File: src/rtl/prd_pkg.sv
package prd_pkg;
  localparam int WORD_W   = 32;
  localparam int SPAN_W   = 16;
  localparam int EOT_POS  = 31;

  typedef struct packed {
    logic [WORD_W-1:0] addr;
    logic [WORD_W-1:0] size;
    logic              is_final;
  } region_t;
endpackage

File: src/rtl/prd_rst_sync.sv
module prd_rst_sync (
  input  logic clk,
  input  logic rst_n_async,
  output logic rst_n_sync
);
  logic [1:0] sh_q;

  always_ff @(posedge clk or negedge rst_n_async) begin
    if (!rst_n_async) sh_q <= '0;
    else              sh_q <= {sh_q[0], 1'b1};
  end

  assign rst_n_sync = sh_q[1];
endmodule

File: src/rtl/prd_coalesce.sv
module prd_coalesce
  import prd_pkg::*;
#(
  parameter int LEN_W      = 16,
  parameter int SECT_SHIFT = 9
) (
  input  logic              clk,
  input  logic              rst_n,
  input  logic              seg_valid,
  output logic              seg_ready,
  input  logic [WORD_W-1:0] seg_addr,
  input  logic [LEN_W-1:0]  seg_len,
  input  logic              seg_sectors,
  input  logic              seg_last,
  output logic              rg_valid,
  input  logic              rg_ready,
  output region_t           rg
);
  logic [WORD_W-1:0] acc_addr_q, acc_addr_d;
  logic [WORD_W-1:0] acc_size_q, acc_size_d;
  logic              acc_vld_q, acc_vld_d;
  logic              acc_closed_q, acc_closed_d;
  region_t           out_q, out_d;
  logic              out_vld_q, out_vld_d;

  logic [WORD_W-1:0] seg_bytes;
  logic              seg_fire;
  logic              contig;

  assign seg_bytes = seg_sectors ? (WORD_W'(seg_len) << SECT_SHIFT) : WORD_W'(seg_len);
  assign seg_ready = !acc_closed_q && !out_vld_q;
  assign seg_fire  = seg_valid && seg_ready;
  assign contig    = (seg_addr == acc_addr_q + acc_size_q);

  always_comb begin
    acc_addr_d   = acc_addr_q;
    acc_size_d   = acc_size_q;
    acc_vld_d    = acc_vld_q;
    acc_closed_d = acc_closed_q;
    out_d        = out_q;
    out_vld_d    = out_vld_q;

    if (out_vld_q && rg_ready) out_vld_d = 1'b0;

    // close the final region once the output slot is free
    if (acc_closed_q && !out_vld_q) begin
      out_d.addr     = acc_addr_q;
      out_d.size     = acc_size_q;
      out_d.is_final = 1'b1;
      out_vld_d      = 1'b1;
      acc_vld_d      = 1'b0;
      acc_closed_d   = 1'b0;
    end

    if (seg_fire) begin
      if (!acc_vld_q || (acc_size_q == '0)) begin
        acc_addr_d = seg_addr;
        acc_size_d = seg_bytes;
      end else if ((seg_bytes == '0) || contig) begin
        acc_size_d = acc_size_q + seg_bytes;
      end else begin
        out_d.addr     = acc_addr_q;
        out_d.size     = acc_size_q;
        out_d.is_final = 1'b0;
        out_vld_d      = 1'b1;
        acc_addr_d     = seg_addr;
        acc_size_d     = seg_bytes;
      end
      acc_vld_d    = 1'b1;
      acc_closed_d = seg_last;
    end
  end

  always_ff @(posedge clk or negedge rst_n) begin
    if (!rst_n) begin
      acc_addr_q   <= '0;
      acc_size_q   <= '0;
      acc_vld_q    <= 1'b0;
      acc_closed_q <= 1'b0;
      out_q        <= '0;
      out_vld_q    <= 1'b0;
    end else begin
      acc_addr_q   <= acc_addr_d;
      acc_size_q   <= acc_size_d;
      acc_vld_q    <= acc_vld_d;
      acc_closed_q <= acc_closed_d;
      out_q        <= out_d;
      out_vld_q    <= out_vld_d;
    end
  end

  assign rg_valid = out_vld_q;
  assign rg       = out_q;
endmodule

File: src/rtl/prd_split.sv
module prd_split
  import prd_pkg::*;
#(
  parameter int MAX_ENTRIES = 128,
  parameter int IDX_W       = $clog2(2*MAX_ENTRIES)
) (
  input  logic              clk,
  input  logic              rst_n,
  input  logic              rg_valid,
  output logic              rg_ready,
  input  region_t           rg,
  output logic              prd_valid,
  input  logic              prd_ready,
  output logic [IDX_W-1:0]  prd_index,
  output logic [WORD_W-1:0] prd_word,
  output logic              done,
  output logic              fail
);
  localparam int CNT_W = $clog2(MAX_ENTRIES) + 1;

  typedef enum logic [1:0] {SP_IDLE, SP_ADDR, SP_CNT, SP_SKIP} sp_state_e;

  sp_state_e         st_q, st_d;
  logic [WORD_W-1:0] addr_q, addr_d;
  logic [WORD_W-1:0] rem_q, rem_d;
  logic              fin_q, fin_d;
  logic [CNT_W-1:0]  cnt_q, cnt_d;
  logic              done_q, done_d;
  logic              fail_q, fail_d;

  logic [SPAN_W:0]   room;
  logic [WORD_W-1:0] chunk;
  logic              last_chunk;
  logic              table_full;
  logic              rg_fire;
  logic              eot;

  assign room       = (SPAN_W+1)'(1 << SPAN_W) - {1'b0, addr_q[SPAN_W-1:0]};
  assign chunk      = (rem_q < WORD_W'(room)) ? rem_q : WORD_W'(room);
  assign last_chunk = (rem_q == chunk);
  assign table_full = (cnt_q + 1'b1) >= CNT_W'(MAX_ENTRIES);
  assign eot        = fin_q && last_chunk;

  assign rg_ready  = (st_q == SP_IDLE) || (st_q == SP_SKIP);
  assign rg_fire   = rg_valid && rg_ready;
  assign prd_valid = ((st_q == SP_ADDR) && !table_full) || (st_q == SP_CNT);
  assign prd_index = {cnt_q[IDX_W-2:0], (st_q == SP_CNT)};
  assign prd_word  = (st_q == SP_CNT)
                   ? {eot, {(WORD_W-SPAN_W-1){1'b0}}, chunk[SPAN_W-1:0]}
                   : addr_q;

  always_comb begin
    st_d   = st_q;
    addr_d = addr_q;
    rem_d  = rem_q;
    fin_d  = fin_q;
    cnt_d  = cnt_q;
    done_d = 1'b0;
    fail_d = 1'b0;

    unique case (st_q)
      SP_IDLE: if (rg_fire) begin
        addr_d = rg.addr;
        rem_d  = rg.size;
        fin_d  = rg.is_final;
        if (rg.size != '0) begin
          st_d = SP_ADDR;
        end else if (rg.is_final) begin
          done_d = 1'b1;
          fail_d = (cnt_q == '0);
          cnt_d  = '0;
        end
      end
      SP_ADDR: begin
        if (table_full) begin
          cnt_d = '0;
          if (fin_q) begin
            done_d = 1'b1;
            fail_d = 1'b1;
            st_d   = SP_IDLE;
          end else begin
            st_d = SP_SKIP;
          end
        end else if (prd_ready) begin
          st_d = SP_CNT;
        end
      end
      SP_CNT: if (prd_ready) begin
        cnt_d  = cnt_q + 1'b1;
        addr_d = addr_q + chunk;
        rem_d  = rem_q - chunk;
        if (!last_chunk) begin
          st_d = SP_ADDR;
        end else if (fin_q) begin
          done_d = 1'b1;
          cnt_d  = '0;
          st_d   = SP_IDLE;
        end else begin
          st_d = SP_IDLE;
        end
      end
      SP_SKIP: if (rg_fire && rg.is_final) begin
        done_d = 1'b1;
        fail_d = 1'b1;
        st_d   = SP_IDLE;
      end
      default: st_d = SP_IDLE;
    endcase
  end

  always_ff @(posedge clk or negedge rst_n) begin
    if (!rst_n) begin
      st_q   <= SP_IDLE;
      addr_q <= '0;
      rem_q  <= '0;
      fin_q  <= 1'b0;
      cnt_q  <= '0;
      done_q <= 1'b0;
      fail_q <= 1'b0;
    end else begin
      st_q   <= st_d;
      addr_q <= addr_d;
      rem_q  <= rem_d;
      fin_q  <= fin_d;
      cnt_q  <= cnt_d;
      done_q <= done_d;
      fail_q <= fail_d;
    end
  end

  assign done = done_q;
  assign fail = fail_q;
endmodule

File: src/rtl/prd_table_builder.sv
module prd_table_builder #(
  parameter int LEN_W       = 16,
  parameter int MAX_ENTRIES = 128,
  parameter int SECT_SHIFT  = 9,
  parameter int IDX_W       = $clog2(2*MAX_ENTRIES)
) (
  input  logic              clk,
  input  logic              rst_n,
  input  logic              seg_valid,
  output logic              seg_ready,
  input  logic [31:0]       seg_addr,
  input  logic [LEN_W-1:0]  seg_len,
  input  logic              seg_sectors,
  input  logic              seg_last,
  output logic              prd_valid,
  input  logic              prd_ready,
  output logic [IDX_W-1:0]  prd_index,
  output logic [31:0]       prd_word,
  output logic              done,
  output logic              fail
);
  logic             rst_q_n;
  logic             rg_valid;
  logic             rg_ready;
  prd_pkg::region_t rg;

  prd_rst_sync u_rst (
    .clk         (clk),
    .rst_n_async (rst_n),
    .rst_n_sync  (rst_q_n)
  );

  prd_coalesce #(.LEN_W(LEN_W), .SECT_SHIFT(SECT_SHIFT)) u_merge (
    .clk         (clk),
    .rst_n       (rst_q_n),
    .seg_valid   (seg_valid),
    .seg_ready   (seg_ready),
    .seg_addr    (seg_addr),
    .seg_len     (seg_len),
    .seg_sectors (seg_sectors),
    .seg_last    (seg_last),
    .rg_valid    (rg_valid),
    .rg_ready    (rg_ready),
    .rg          (rg)
  );

  prd_split #(.MAX_ENTRIES(MAX_ENTRIES), .IDX_W(IDX_W)) u_split (
    .clk       (clk),
    .rst_n     (rst_q_n),
    .rg_valid  (rg_valid),
    .rg_ready  (rg_ready),
    .rg        (rg),
    .prd_valid (prd_valid),
    .prd_ready (prd_ready),
    .prd_index (prd_index),
    .prd_word  (prd_word),
    .done      (done),
    .fail      (fail)
  );
endmodule

File: config.mk
export PLATFORM = sky130hd
export DESIGN_NAME = prd_table_builder
export DESIGN_NICKNAME = d
export VERILOG_FILES = /design/src/rtl/prd_pkg.sv /design/src/rtl/prd_rst_sync.sv /design/src/rtl/prd_coalesce.sv /design/src/rtl/prd_split.sv /design/src/rtl/prd_table_builder.sv
export SDC_FILE = /design/constraint.sdc
export NUM_CORES = 1
export LEC_CHECK = 0
export ABC_AREA = 0
export BUFFER_PORTS_ARGS = -buffer_cell sky130_fd_sc_hd__buf_4
export CAP_MARGIN = 10
export CORE_AREA = 2 2 160 178
export CTS_CLUSTER_SIZE = 40
export DETAILED_ROUTE_END_ITERATION = 6
export DIE_AREA = 0 0 162 180
export GPL_ROUTABILITY_DRIVEN = 0
export PLACE_DENSITY = 0.81
export SETUP_SLACK_MARGIN = 0.5
export SYNTH_ARGS = -nofsm -noshare
export SYNTH_HDL_FRONTEND = slang
export SYNTH_HIERARCHICAL = 1
export SYNTH_SLANG_ARGS = --single-unit
export TNS_END_PERCENT = 1
File: constraint.sdc
create_clock -name clk -period 7.92 [get_ports clk]
set_input_delay 1.98 -clock clk [delete_from_list [all_inputs] [get_ports clk]]
set_output_delay 1.98 -clock clk [all_outputs]
set_load 0.01 [all_outputs]
* Yosys cells after proc, flatten, opt, wreduce, memory -nomap -nowiden
Index checks and enable logic that the tools add are counted.
Word-level totals: register bits after elaboration 211, output and inout bits 44, bits of input ports 54, word-level logic and storage cells 121
Operators by class: order comparisons 2, muxes and demuxes 55, reduce and logical (&&, ||, !) cells 28, add/sub/neg operators 6, equality and inequality tests 14
Operators by type and width (count):
- $mux 32 | 10
- $mux 65 | 4
- $pmux 32 s2 | 2
- $add 32x32->32 | 3
- $eq 32x32->1 | 2
- $logic_not 32->1 | 2
- $mux 8 | 7
- $lt 32x17->1 | 1
- $reduce_bool 32->1 | 1
- $sub 32x32->32 | 1
- $mux 25 | 1
- $pmux 8 s3 | 1
- $mux 1 | 20
- $sub 17x16->17 const A | 1
- $mux 2 | 7
- $ne 2x2->1 const B | 5
- $add 8x1->8 const B | 1
- $ge 8x8->1 const B | 1
- $logic_not 8->1 | 1
- $pmux 2 s4 | 1
- $logic_and 1x1->1 | 7
- $ne 2x1->1 const B | 3
- $reduce_and 6->1 | 1
- $reduce_and 5->1 | 1
- 12 further kinds | 21

* Depth between registers and ports, before layout
Gate-level depths: netlist of run 1.
depth in word-level cells 8, gate-level depth with buffers 28

* Cells and area by module
Netlist of run 1, hierarchy kept.
By module, submodules not included:
- prd_coalesce | sequential area each 3303.2 sq um, cells an instance 949, times used 1, area an instance 9208.8 sq um
- prd_split | sequential area each 1926.8 sq um, cells an instance 974, times used 1, area an instance 7764.9 sq um
- prd_rst_sync | sequential area each 50.0 sq um, cells an instance 3, times used 1, area an instance 53.8 sq um

* Worst setup path after synthesis of run 1
No wires, ideal clock.
path kind register -> output, start reg u_split.addr_q[8], end out prd_word[31], buffers on the path 1, slack 1347 ps, stages on the path, launching flop included 22, data arrival time 4593 ps, data required time 5940 ps, path through dfrtp_1 -> or4_1 -> nor3_1 -> nand2_1 -> xor2_1 -> inv_1 -> ha_1 -> a21o_1 -> a21oi_1 -> nor2b_1 -> o21ai_0 -> o2111ai_2 -> buf_6 -> mux2_4 -> inv_2 -> ha_1 -> nand2b_1 -> or2_2 -> nor3_1 -> nand3_1 -> nor2_1 -> mux2_2
On the way: longest elaborated chain between the ends 6
Ends and longest elaborated chain:
- start: declaration | line prd_split.sv:24 | logic [WORD_W-1:0] addr_q, addr_d;
- start signal: assignment | line prd_split.sv:122 | addr_q <= addr_d;
- $sub 17x16->17 * | line prd_split.sv:38 | assign room = (SPAN_W+1)'(1 << SPAN_W) - {1'b0, addr_q[SPAN_W-1:0]};
- $lt 32x17->1 | line prd_split.sv:39 | assign chunk = (rem_q < WORD_W'(room)) ? rem_q : WORD_W'(room);
- $mux 32 * | line prd_split.sv:39
- $eq 32x32->1 * | line prd_split.sv:40 | assign last_chunk = (rem_q == chunk);
- $logic_and 1x1->1 * | line prd_split.sv:42 | assign eot = fin_q && last_chunk;
- $mux 32 * | line prd_split.sv:49 | ? {eot, {(WORD_W-SPAN_W-1){1'b0}}, chunk[SPAN_W-1:0]}
- end: declaration | line prd_table_builder.sv:18 | output logic [31:0] prd_word,
Every way passes the cells marked *; elsewhere a longest branch is shown, timed or not.

* Final worst setup path of run 1
Same ends and word-level chain as after synthesis.

==> results of run 1 <==
## metal layers
layer	wire, um	GRT usage, %	vias to the layer above
met1	19100	41.6	7295
met2	22400	53.2	740
li1	-	-	7192
met4	2030	11.8	0
met3	3530	3.23	148
met5	0	0	-
## flip-flops by register name (all words and copies together) (netlist names), 2 cells and up
register            flops
u_merge/acc_addr_q     32
u_split/cnt_q           8
u_split/st_q            2
u_merge/acc_size_q     32
u_rst/sh_q              2
u_split/rem_q          32
u_split/addr_q         32
u_merge/rg             65
## worst paths after layout
| kind | depth (start not counted) | end | slack [ps] |
|---|---|---|---|
| max in group asynchronous | 1 | u_split/addr_q[8]$_DFFE_PN0P_ | 6190 |
| worst max register to register | 26 | u_split/addr_q[28]$_DFFE_PN0P_ | 1480 |
| worst min-delay path | 0 | u_rst/sh_q[1]$_DFF_PN0_ | 360 |
| worst max-delay path | 20 | prd_word[31] | 680 |
| worst min register to register | 0 | u_rst/sh_q[1]$_DFF_PN0_ | 360 |
| min in group asynchronous | 0 | u_merge/acc_addr_q[17]$_DFFE_PN0P_ | 370 |
## power by group
part	leakage (nW)	internal (mW)	switching, mW
combinational	5.50	2.44	3.33
sequential	2.63	1.54	0.636
clock	0.356	0.590	0.453
total	8.49	4.57	4.42
## logic make-up (layout without fill, tap and decap cells)
group | Yosys count | count (layout)
compound gates | 553 | 553
xor+xnor | 112 | 112
fa+ha+maj | 131 | 131
buf+inv | 164 | 234
flops | 211 | 211
mux | 177 | 177
other cells | 2 | 15
simple gates | 576 | 576
## cells in the final DEF (no fill, tap or decap), types with 23 or more instances in the layout
master     count
buf_4        112
a21o_1        51
nand3_1       38
o21ai_0      140
nor2_1       114
xnor2_1       65
a21oi_1      166
nor2b_1       36
nor4_1        29
clkbuf_16     23
nor3_1        26
dfrtp_1      207
mux2_2        76
inv_1         77
xor2_1        45
mux2_1        31
mux2i_1       56
nand4_1       28
ha_1         125
nand2_1      167
## layout make-up
type | instances | area share, %
Clock inverter | 14 | 0.603
Clock buffer | 28 | 3.25
Timing Repair Buffer | 114 | 4.67
Multi-Input combinational cell | 1564 | 59.5
Tap cell | 363 | 2.41
Sequential cell | 211 | 28.0
Inverter | 78 | 1.55
## what timing repair did
item                       in CTS  in global routing
buffers inserted                1                  4
setup endpoints to repair       1                  1
pin swaps                       1                  5
gates resized for setup        10                 20
hold endpoints to repair        0                  0
==> summary.md, run 1 <==
| Metric | Value |
|---|---|
| Most frequent cell after synthesis | `dfrtp_1` |
| GRT Util Overall | `31.4%` |
| Register area share after synthesis | `31.0%` |
| Area occupied by multi-input gates | `11200 sq um` |
| Min Hold Slack | `362 ps` |
| Critical path's slowest cell | `or4_4` |
| Cts hold-fix bufs | `0` |
| Synth Area in Compound Gates | `20.6%` |
| CTS tree | `done` |
| I/O Pins | `98` |
| Width of the die | `162 um` |
| Clock sink count | `211` |
| RSZ-0062 raised after global routing | `no` |
| Placed inst area | `18000 sq um` |
| WP data required | `5940 ps` |
| Fill cell total of the finished layout | `2149` |
| FF+latch count, synth | `211` |
| Core footprint | `27400 sq um` |
| Pre-CTS setup slack | `568 ps` |
| Largest net degree at the start of global routing | `~160` |
| Max-cap violations | `0` |
| Async set or reset register ratio after synthesis | `100%` |
| Number of diodes | `0` |
| Die height | `about 180 um` |
| Tcrit/Tclk final | `91.4%` |
| Share of layout cells above drive strength 1 | `15.0%` |
| Fmax | `138 MHz` |
| Cell area power density | `around 480 nW/um^2` |
| Reg2reg start | `u_split/addr_q[8]$_DFFE_PN0P_` |
| Final slew viol count | `0` |
| CP top delay family | `simple AND/OR/NAND/NOR gates` |
| Cells along the critical path | `or4_4 -> nor3_4 -> nand2_1 -> xor2_2 -> inv_1 -> ha_1 -> a21o_1 -> a21oi_1 -> nor2b_1 -> o21ai_2 -> o2111ai_4 -> buf_12 -> mux2_2 -> ha_1 -> nand3_1 -> nor3_4 -> nand3_2 -> nor2_2 -> mux2_2 -> buf_4` |
| Startpoint Class | `register` |
| Slew margin rel. | `a little under a third` |
| Vias in the first global route | `14700` |
| Iteration-0 DRC Markers | `1633` |
| Starting density of the core | `62.2%` |
| Minimum clock period | `7240 ps` |
| # DRC | `1` |
| Cell count after synthesis | `1926` |
| Clock skew | `30.4 ps` |
| Storage cell area | `between 5000 and 6000 sq um` |
| Post-synth top area cell | `dfrtp_1` |
| Pleak | `between 8 and 9 nW` |
| Multiplexer area fraction after synthesis | `11.5%` |
| Post-route ant nets | `0` |
| Via count | `roughly 15000` |
| Critical path class | `reg -> out` |
| Area growth syn-to-layout | `10.9%` |
| WL final | `47100 um` |
| Yosys Warn Count | `6` |
| DP HPWL | `34800 um` |
| Avg Inst Size Synth | `8.84 sq um` |
| Root Buffer | `clkbuf_16` |
| Worst Path Buf+Inv | `3` |
| Initial antenna violation count | `0` |
| Row Count | `between 60 and 70` |
| Wire per inst | `a little under 20 um` |
| Cell area after synthesis | `17000 sq um` |
| Grt ovf | `0` |
| Critical Path AT | `5260 ps` |
| Top area cells in the synthesized netlist | `dfrtp_1 (31%), ha_1 (9.3%), mux2_2 (5.0%), a21oi_1 (4.9%), o21ai_0 (4.1%)` |
| Worst ir drop on vdd | `0.187 mV` |
| Clock transition at the registers of the reported paths | `~60 ps` |
| Crit path from | `u_split/addr_q[8]$_DFFE_PN0P_` |
| CTS max path bufs | `3` |
| Final Cell Area | `between 15000 and 20000 sq um` |
| Simple-gate share of the synthesized area | `between 15 and 20%` |
| I/O Buffers | `between 90 and 100` |
| Finished Core Util | `68.9%` |
| Fin. Hold Viols | `0` |
| Number of enable flip-flop cells after synthesis | `0` |
| Total power | `approximately 9 mW` |
| Setup TNS | `0 ps` |
| Worst path max stage delay | `600 ps` |
| Failing checks | `DRC` |
| CTS Buf Count | `23` |
| Layout Nets | `2177` |
| Vias per inst | `6.48` |
| Status | `finished with violations` |
| Largest family of logic cells by synthesized area | `compound AO/OA/AOI/OAI gates` |
| First-pass GRT wire length | `75000 um` |
| Critical Path Fanout Max | `14` |
| Final setup violation count | `0` |
| Netlist cell types | `97` |
| Post-synthesis adder-cell area fraction | `about a tenth` |
| Top-area cell type share of the netlist area | `31.0%` |
| Tightest Pin Transition | `1030 ps` |
| Synth Flop Type | `dfrtp_1` |
| Synth cell count leaders | `dfrtp_1 (211), nand2_1 (170), a21oi_1 (166), o21ai_0 (141), ha_1 (127)` |
| Hold Startpoint | `u_rst/sh_q[0]$_DFF_PN0_` |
| Min-delay worst type | `reg -> reg` |
| Full die area | `around 30000 sq um` |
| Worst skew pair latency | `530 ps` |
| Non-filler cells, final | `2372` |
| XOR/XNOR Fraction of Synth Area | `5.76%` |
| Critical path endpoint category | `primary output` |
| H-tree depth | `1` |
| Final worst-path setup slack | `681 ps` |
| Total iterations of the first detailed-routing run | `7` |
| Dpl cells | `2325` |
Power figures use the tool's default switching activity.
==> run 2, diff against run 1 <==
==> constraint.sdc (replaced) <==
create_clock -name clk -period 8.05 [get_ports clk]
set_input_delay 2.0125 -clock clk [delete_from_list [all_inputs] [get_ports clk]]
set_output_delay 2.0125 -clock clk [all_outputs]
set_load 0.02 [all_outputs]
==> run 2 against run 1 <==
- the flow now finishes without violations
- clock power increased by 12%
- first-iteration DRC count is 3.7% lower
- critical path depth increased by 1
- global-route usage rose by 0.48 points
- clock skew fell by 22 ps
- clock-buffer cell count stayed put
- final area increased by 1.2%
- sequential power is 2% lower
- worst setup slack got worse by 71 ps
- power increased by 1.3%
==> summary.md, run 2 (synthesis results as in run 1) <==
| Metric | Value |
|---|---|
| Reg-to-reg setup timing slack | `1530 ps` |
| Critical path class | `reg -> out` |
| Worst skew pair latency | `520 ps` |
| Pre-CTS setup slack | `712 ps` |
| Full die area | `approximately 29000 sq um` |
| Min-delay worst type | `reg -> reg` |
| Net Switching | `4.46 mW` |
| Die height | `180 um` |
| Max-cap violations | `0` |
| Layout Nets | `2187` |
| Cell area power density | `~480 nW/um^2` |
| Clock transition at the registers of the reported paths | `approximately 60 ps` |
| Non-filler cells, final | `~2400` |
| Int Power | `4.65 mW` |
| Largest net degree at the start of global routing | `159` |
| Tcrit/Tclk final | `92.4%` |
| Final slew viol count | `0` |
| Critical Path AT | `around 5400 ps` |
| CTS tree | `done` |
| Status | `finished clean` |
| Minimum clock period | `7440 ps` |
| Worst path max stage delay | `460 ps` |
| Commonest non-fill, non-tap cell in the layout | `dfrtp_1` |
| Vias per inst | `6.54` |
| Fmax | `134 MHz` |
| Setup TNS | `0 ps` |
| Most frequent cells in the layout | `dfrtp_1 (209), nand2_1 (168), a21oi_1 (165)` |
| CTS max path bufs | `3` |
| Sequential power share | `23.5%` |
| Worst Path Buf+Inv | `4` |
| Critical path endpoint category | `primary output` |
| Reg2reg start | `u_split/addr_q[4]$_DFFE_PN0P_` |
| Initial antenna violation count | `0` |
| H-tree depth | `1` |
| Hold path endpoint | `u_rst/sh_q[1]$_DFF_PN0_` |
| Critical path's slowest cell | `dfrtp_1` |
| Total iterations of the first detailed-routing run | `6` |
| CTS Buf Count | `23` |
| Switch share | `48.9%` |
| FF-to-FF End | `u_split/addr_q[28]$_DFFE_PN0P_` |
| WP data required | `6040 ps` |
| Final worst-path setup slack | `610 ps` |
| # DRC | `0` |
| I/O Buffers | `97` |
| Vias in the first global route | `14800` |
| Iteration-0 DRC Markers | `1572` |
| CP top delay family | `simple AND/OR/NAND/NOR gates` |
| Fin. Hold Viols | `0` |
| Area growth syn-to-layout | `12.2%` |
| Grt ovf | `0` |
| Root Buffer | `clkbuf_16` |
| Critical Path Most Common Cell | `nor4_2` |
| Clock sink count | `211` |
| Wire per inst | `approximately 20 um` |
| Slew margin rel. | `a little under two fifths` |
| Startpoint Class | `register` |
| Row Count | `64` |
| RSZ-0062 raised after global routing | `no` |
| DP HPWL | `35100 um` |
| Final setup violation count | `0` |
| Critical Path Fanout Max | `6` |
| Width of the die | `162 um` |
| Cells along the critical path | `nor4_2 -> nand2_2 -> nor4_2 -> xnor2_1 -> inv_1 -> ha_1 -> a21o_1 -> a211o_1 -> a41oi_2 -> o2111ai_4 -> buf_12 -> mux2_4 -> inv_2 -> ha_2 -> nand2b_1 -> or2_2 -> nor3_4 -> nand3_4 -> nor2_4 -> mux2_2 -> buf_4` |
| GRT Util Overall | `31.9%` |
| Dpl cells | `roughly 2300` |
| Via count | `15600` |
| Post-route ant nets | `0` |
| Clock skew | `8.91 ps` |
| Reg2Reg Depth | `27` |
| Hold Startpoint | `u_rst/sh_q[0]$_DFF_PN0_` |
| Starting density of the core | `62.2%` |
| Clock share of power | `~13%` |
| Max reg flops | `between 60 and 70` |
| Core footprint | `about 27000 sq um` |
| Tightest Pin Transition | `938 ps` |
| Worst ir drop on vdd | `0.208 mV` |
| WL final | `approximately 48000 um` |
| WHS Path Cells | `0` |
| Pleak | `8.61 nW` |
| Fill cell total of the finished layout | `2117` |
| First-pass GRT wire length | `75900 um` |
| Combinational share of power | `roughly 64%` |
| I/O Pins | `98` |
| Share of layout cells above drive strength 1 | `15.4%` |
| Number of diodes | `0` |
[run 2: worst max-delay path by stage]
stage,slack [ps],cells after the start,end,startpoint
floorplan,1410,21,prd_word[31],u_split/addr_q[8]$_DFFE_PN0P_
global placement,840,20,prd_word[31],u_split/addr_q[8]$_DFFE_PN0P_
detailed placement,710,20,prd_word[31],u_split/addr_q[8]$_DFFE_PN0P_
CTS,520,21,prd_word[31],u_split/addr_q[4]$_DFFE_PN0P_
global route,440,21,prd_word[31],u_split/addr_q[4]$_DFFE_PN0P_
finish,610,21,prd_word[31],u_split/addr_q[4]$_DFFE_PN0P_
[run 2: final cells by class]
cell class                      count  area, sq um  share of cell area (%)
Clock buffer                       28          624                    3.27
Clock inverter                     12          193                    1.01
Inverter                           78          293                    1.53
Multi-Input combinational cell   1564        11300                    58.9
Sequential cell                   211         5290                    27.7
Tap cell                          363          454                    2.38
Timing Repair Buffer              124         1000                    5.25
[run 2: per-stage QoR]
step | hold WS [ps] | utilization [%] | cell area, sq um | total power [mW]
finish | 351 | 69.8 | 19100 | 9.10
global route | 380 | 69.8 | 19100 | 9.73
global placement | 338 | 65.6 | 18000 | 7.41
floorplan | 331 | - | 17100 | 6.24
detailed placement | 340 | 65.6 | 18000 | 7.61
CTS | 354 | 68.7 | 18800 | 8.85
[run 2: routing by layer]
layer	share of wire (%)	track usage (%)	up-vias
met1	40	41.8	7469
met2	47	53.2	727
met5	0	0	-
li1	-	-	7220
met3	7.4	3.97	153
met4	4.8	13.6	0
[run 2: what timing repair did]
| action | in CTS | in global routing |
|---|---|---|
| resized for setup | 8 | 23 |
| hold buffers | 0 | 0 |
| setup buffers | 0 | 14 |
| pin swaps | 0 | 6 |
| endpoints found under the setup margin | 1 | 1 |
| gates cloned | 0 | 2 |
[run 2: power by group through the flow]
stage / logic (mW) / registers [mW] / clock network (mW)
6_report: 5.80 / 2.14 / 1.16
5_1_grt: 6.33 / 2.19 / 1.21
4_1_cts: 5.59 / 2.10 / 1.17
3_5_place_dp: 5.51 / 2.11 / 0
3_3_place_gp: 5.34 / 2.08 / 0
2_1_floorplan: 4.39 / 1.85 / 0
[run 2: worst reg2reg max path, cell delays in order, from the launching register on]
cell and delay [ps]:
dfrtp_1 460, nor4_2 390, nand2_1 230, nor3_1 250, nand2_1 130, xor2_1 310, inv_1 90, ha_1 330
and3_1 170, o2111ai_1 180, o2111ai_4 260, buf_12 160, clkbuf_16 160, buf_4 120, nand2_1 40, o21ai_0 120
ha_1 240, inv_1 70, fa_1 430, nor2b_1 210, o211ai_1 150, a31oi_1 310, o21ai_1 200, o31ai_2 390
a221oi_1 230, o21ai_1 350, mux2i_1 130, a211o_1 270
==> run 3, diff against run 2 <==
--- a/config.mk
+++ b/config.mk
@@ -15,6 +15,7 @@
 export GPL_ROUTABILITY_DRIVEN = 0
 export PLACE_DENSITY = 0.81
 export SETUP_SLACK_MARGIN = 0.5
+export SLEW_MARGIN = 30
 export SYNTH_ARGS = -nofsm -noshare
 export SYNTH_HDL_FRONTEND = slang
 export SYNTH_HIERARCHICAL = 1
==> constraint.sdc (replaced) <==
create_clock -name clk -period 8.05 [get_ports clk]
set_input_delay 0.4025 -clock clk [delete_from_list [all_inputs] [get_ports clk]]
set_output_delay 0.4025 -clock clk [all_outputs]
set_load 0.02 [all_outputs]
==> run 3 against run 2 <==
- worst hold slack worse by 260 ps
- final area is 1.7% lower
- flip-flop and latch count is the same
- first-iteration DRC count is 4.7% higher
- critical path type is now reg -> reg
- core utilization decreased by 1.2 points
- clock skew up 11 ps
==> summary.md, run 3 (synthesis results as in run 1) <==
| Metric | Value |
|---|---|
| Fmax | `153 MHz` |
| Pre-CTS setup slack | `1730 ps` |
| Minimum clock period | `roughly 6600 ps` |
| Core footprint | `between 20000 and 30000 sq um` |
| Iteration-0 DRC Markers | `1646` |
| Wire per inst | `19.8 um` |
| Slew margin rel. | `40.8%` |
| Status | `finished clean` |
| Root Buffer | `clkbuf_16` |
| # DRC | `0` |
| CTS max path bufs | `3` |
| Width of the die | `162 um` |
| Vias per inst | `6.48` |
| Area growth syn-to-layout | `10.3%` |
| Reg2Reg Depth | `25` |
| Final Cell Area | `approximately 19000 sq um` |
| H-tree depth | `1` |
| Number of diodes | `0` |
| Clock share of power | `12.5%` |
| RSZ-0062 raised after global routing | `no` |
| CTS Buf Count | `23` |
| Tightest Pin Transition | `880 ps` |
| Worst ir drop on vdd | `about 0.24 mV` |
| First-pass GRT wire length | `approximately 76000 um` |
| Fill cell total of the finished layout | `2151` |
| Clock sink count | `211` |
| GRT Util Overall | `31.7%` |
| Layout Nets | `2172` |
| Cell area power density | `475 nW/um^2` |
| Total power | `8.92 mW` |
| Critical Path Fanout Max | `22` |
| Row Count | `between 60 and 70` |
| Critical path endpoint category | `register` |
| Combinational share of power | `between 60% and 70%` |
| Most frequent cells in the layout | `dfrtp_1 (210), nand2_1 (169), a21oi_1 (166)` |
| Min-delay worst type | `in -> reg` |
| Share of layout cells above drive strength 1 | `13.7%` |
| Via count | `roughly 15000` |
| Grt ovf | `0` |
| Crit path from | `u_split/addr_q[8]$_DFFE_PN0P_` |
| Setup TNS | `0 ps` |
| Hold path endpoint | `u_merge/acc_closed_q$_DFFE_PN0P_` |
| CTS tree | `done` |
| Worst Path Buf+Inv | `3` |
| Reg-to-reg setup timing slack | `roughly 1500 ps` |
| Post-route ant nets | `0` |
| Switch share | `approximately half` |
| Max reg flops | `65` |
| Final worst-path setup slack | `1500 ps` |
| Max-cap violations | `0` |
| Worst path max stage delay | `620 ps` |
| Commonest non-fill, non-tap cell in the layout | `dfrtp_1` |
| WP data required | `approximately 8500 ps` |
| I/O Pins | `between 90 and 100` |
| Die height | `180 um` |
| Postcts setup bufs | `0` |
| Vias in the first global route | `14700` |
| Critical path class | `reg -> reg` |
| FF-to-FF End | `u_split/addr_q[28]$_DFFE_PN0P_` |
| Initial antenna violation count | `0` |
| Largest net degree at the start of global routing | `around 160` |
| Hold Startpoint | `seg_last` |
| Reg2reg start | `u_split/addr_q[8]$_DFFE_PN0P_` |
| Clock skew | `20.3 ps` |
| WL final | `around 47000 um` |
| Worst skew pair latency | `530 ps` |
| Full die area | `29200 sq um` |
| Int Power | `approximately 4.5 mW` |
| DP HPWL | `roughly 35000 um` |
| Final setup violation count | `0` |
| Placed inst area | `18000 sq um` |
| Sequential power share | `23.8%` |
| Tcrit/Tclk final | `81.4%` |
| Pleak | `8.46 nW` |
| Startpoint Class | `register` |
| Starting density of the core | `approximately 62%` |
| Min Hold Slack | `93.3 ps` |
| Fin. Hold Viols | `0` |
| Net Switching | `4.37 mW` |
| Total iterations of the first detailed-routing run | `6` |
| I/O Buffers | `97` |
| Clock transition at the registers of the reported paths | `approximately 60 ps` |
| WHS Path Cells | `3` |
| Critical Path AT | `6970 ps` |
| Critical path's slowest cell | `or4_1` |
| CP top delay family | `compound AO/OA/AOI/OAI gates` |
| Final slew viol count | `0` |
run 3: area by class of cell:
class                   count  area (sq um)  area share [%]
clock buffers              27           621            3.30
clock inverters            14           171           0.912
inverters                  78           293            1.56
multi-input cells        1564         11100            59.1
flip-flops and latches    211          5280            28.1
well taps                 363           454            2.42
repair buffers            109           853            4.54
run 3: worst max path at each step:
stage | endpoint | slack, ps | cells after the start
global placement | u_split/addr_q[28]$_DFFE_PN0P_ | 1890 | 26
finish | u_split/addr_q[28]$_DFFE_PN0P_ | 1500 | 25
floorplan | u_merge/acc_addr_q[0]$_DFFE_PN0P_ | 1730 | 0
global route | u_split/addr_q[28]$_DFFE_PN0P_ | 980 | 26
detailed placement | u_split/addr_q[28]$_DFFE_PN0P_ | 1730 | 25
CTS | u_split/addr_q[28]$_DFFE_PN0P_ | 1600 | 25
run 3: per-layer routing:
metal  track usage, %  routed length, um  vias to the layer above
li1                 -                  -                     7197
met1             42.5              19400                     7334
met2             52.5              21900                      648
met3             3.58               3400                      154
met4             12.8               2140                        0
met5                0                  0                        -
run 3: tightest hold or removal path, delay by kind of cell:
| kind | cells | cell delay (ps) |
|---|---|---|
| buf+inv | 1 | 80 |
| simple gates | 2 | 100 |
run 3: power groups by stage:
stage               sequential [mW]  clock [mW]  combinational, mW
finish                         2.13        1.11               5.68
global route                   2.17        1.17               6.22
CTS                            2.09        1.13               5.53
detailed placement             2.11           0               5.49
global placement               2.08           0               5.33
floorplan                      1.85           0               4.39
run 3: per-stage QoR:
step | instances | util [%]
global route | 2366 | 68.6
detailed placement | 2323 | 65.6
floorplan | 1939 | -
global placement | 2323 | 65.6
finish | 2366 | 68.6
CTS | 2365 | 68.5
run 3: timing repair:
| action | 4_1_cts | 5_1_grt |
|---|---|---|
| hold endpoints to repair | 2 | 0 |
| hold buffers | 1 | 0 |
| endpoints found under the setup margin | 0 | 0 |
| gates resized for setup | 0 | 0 |
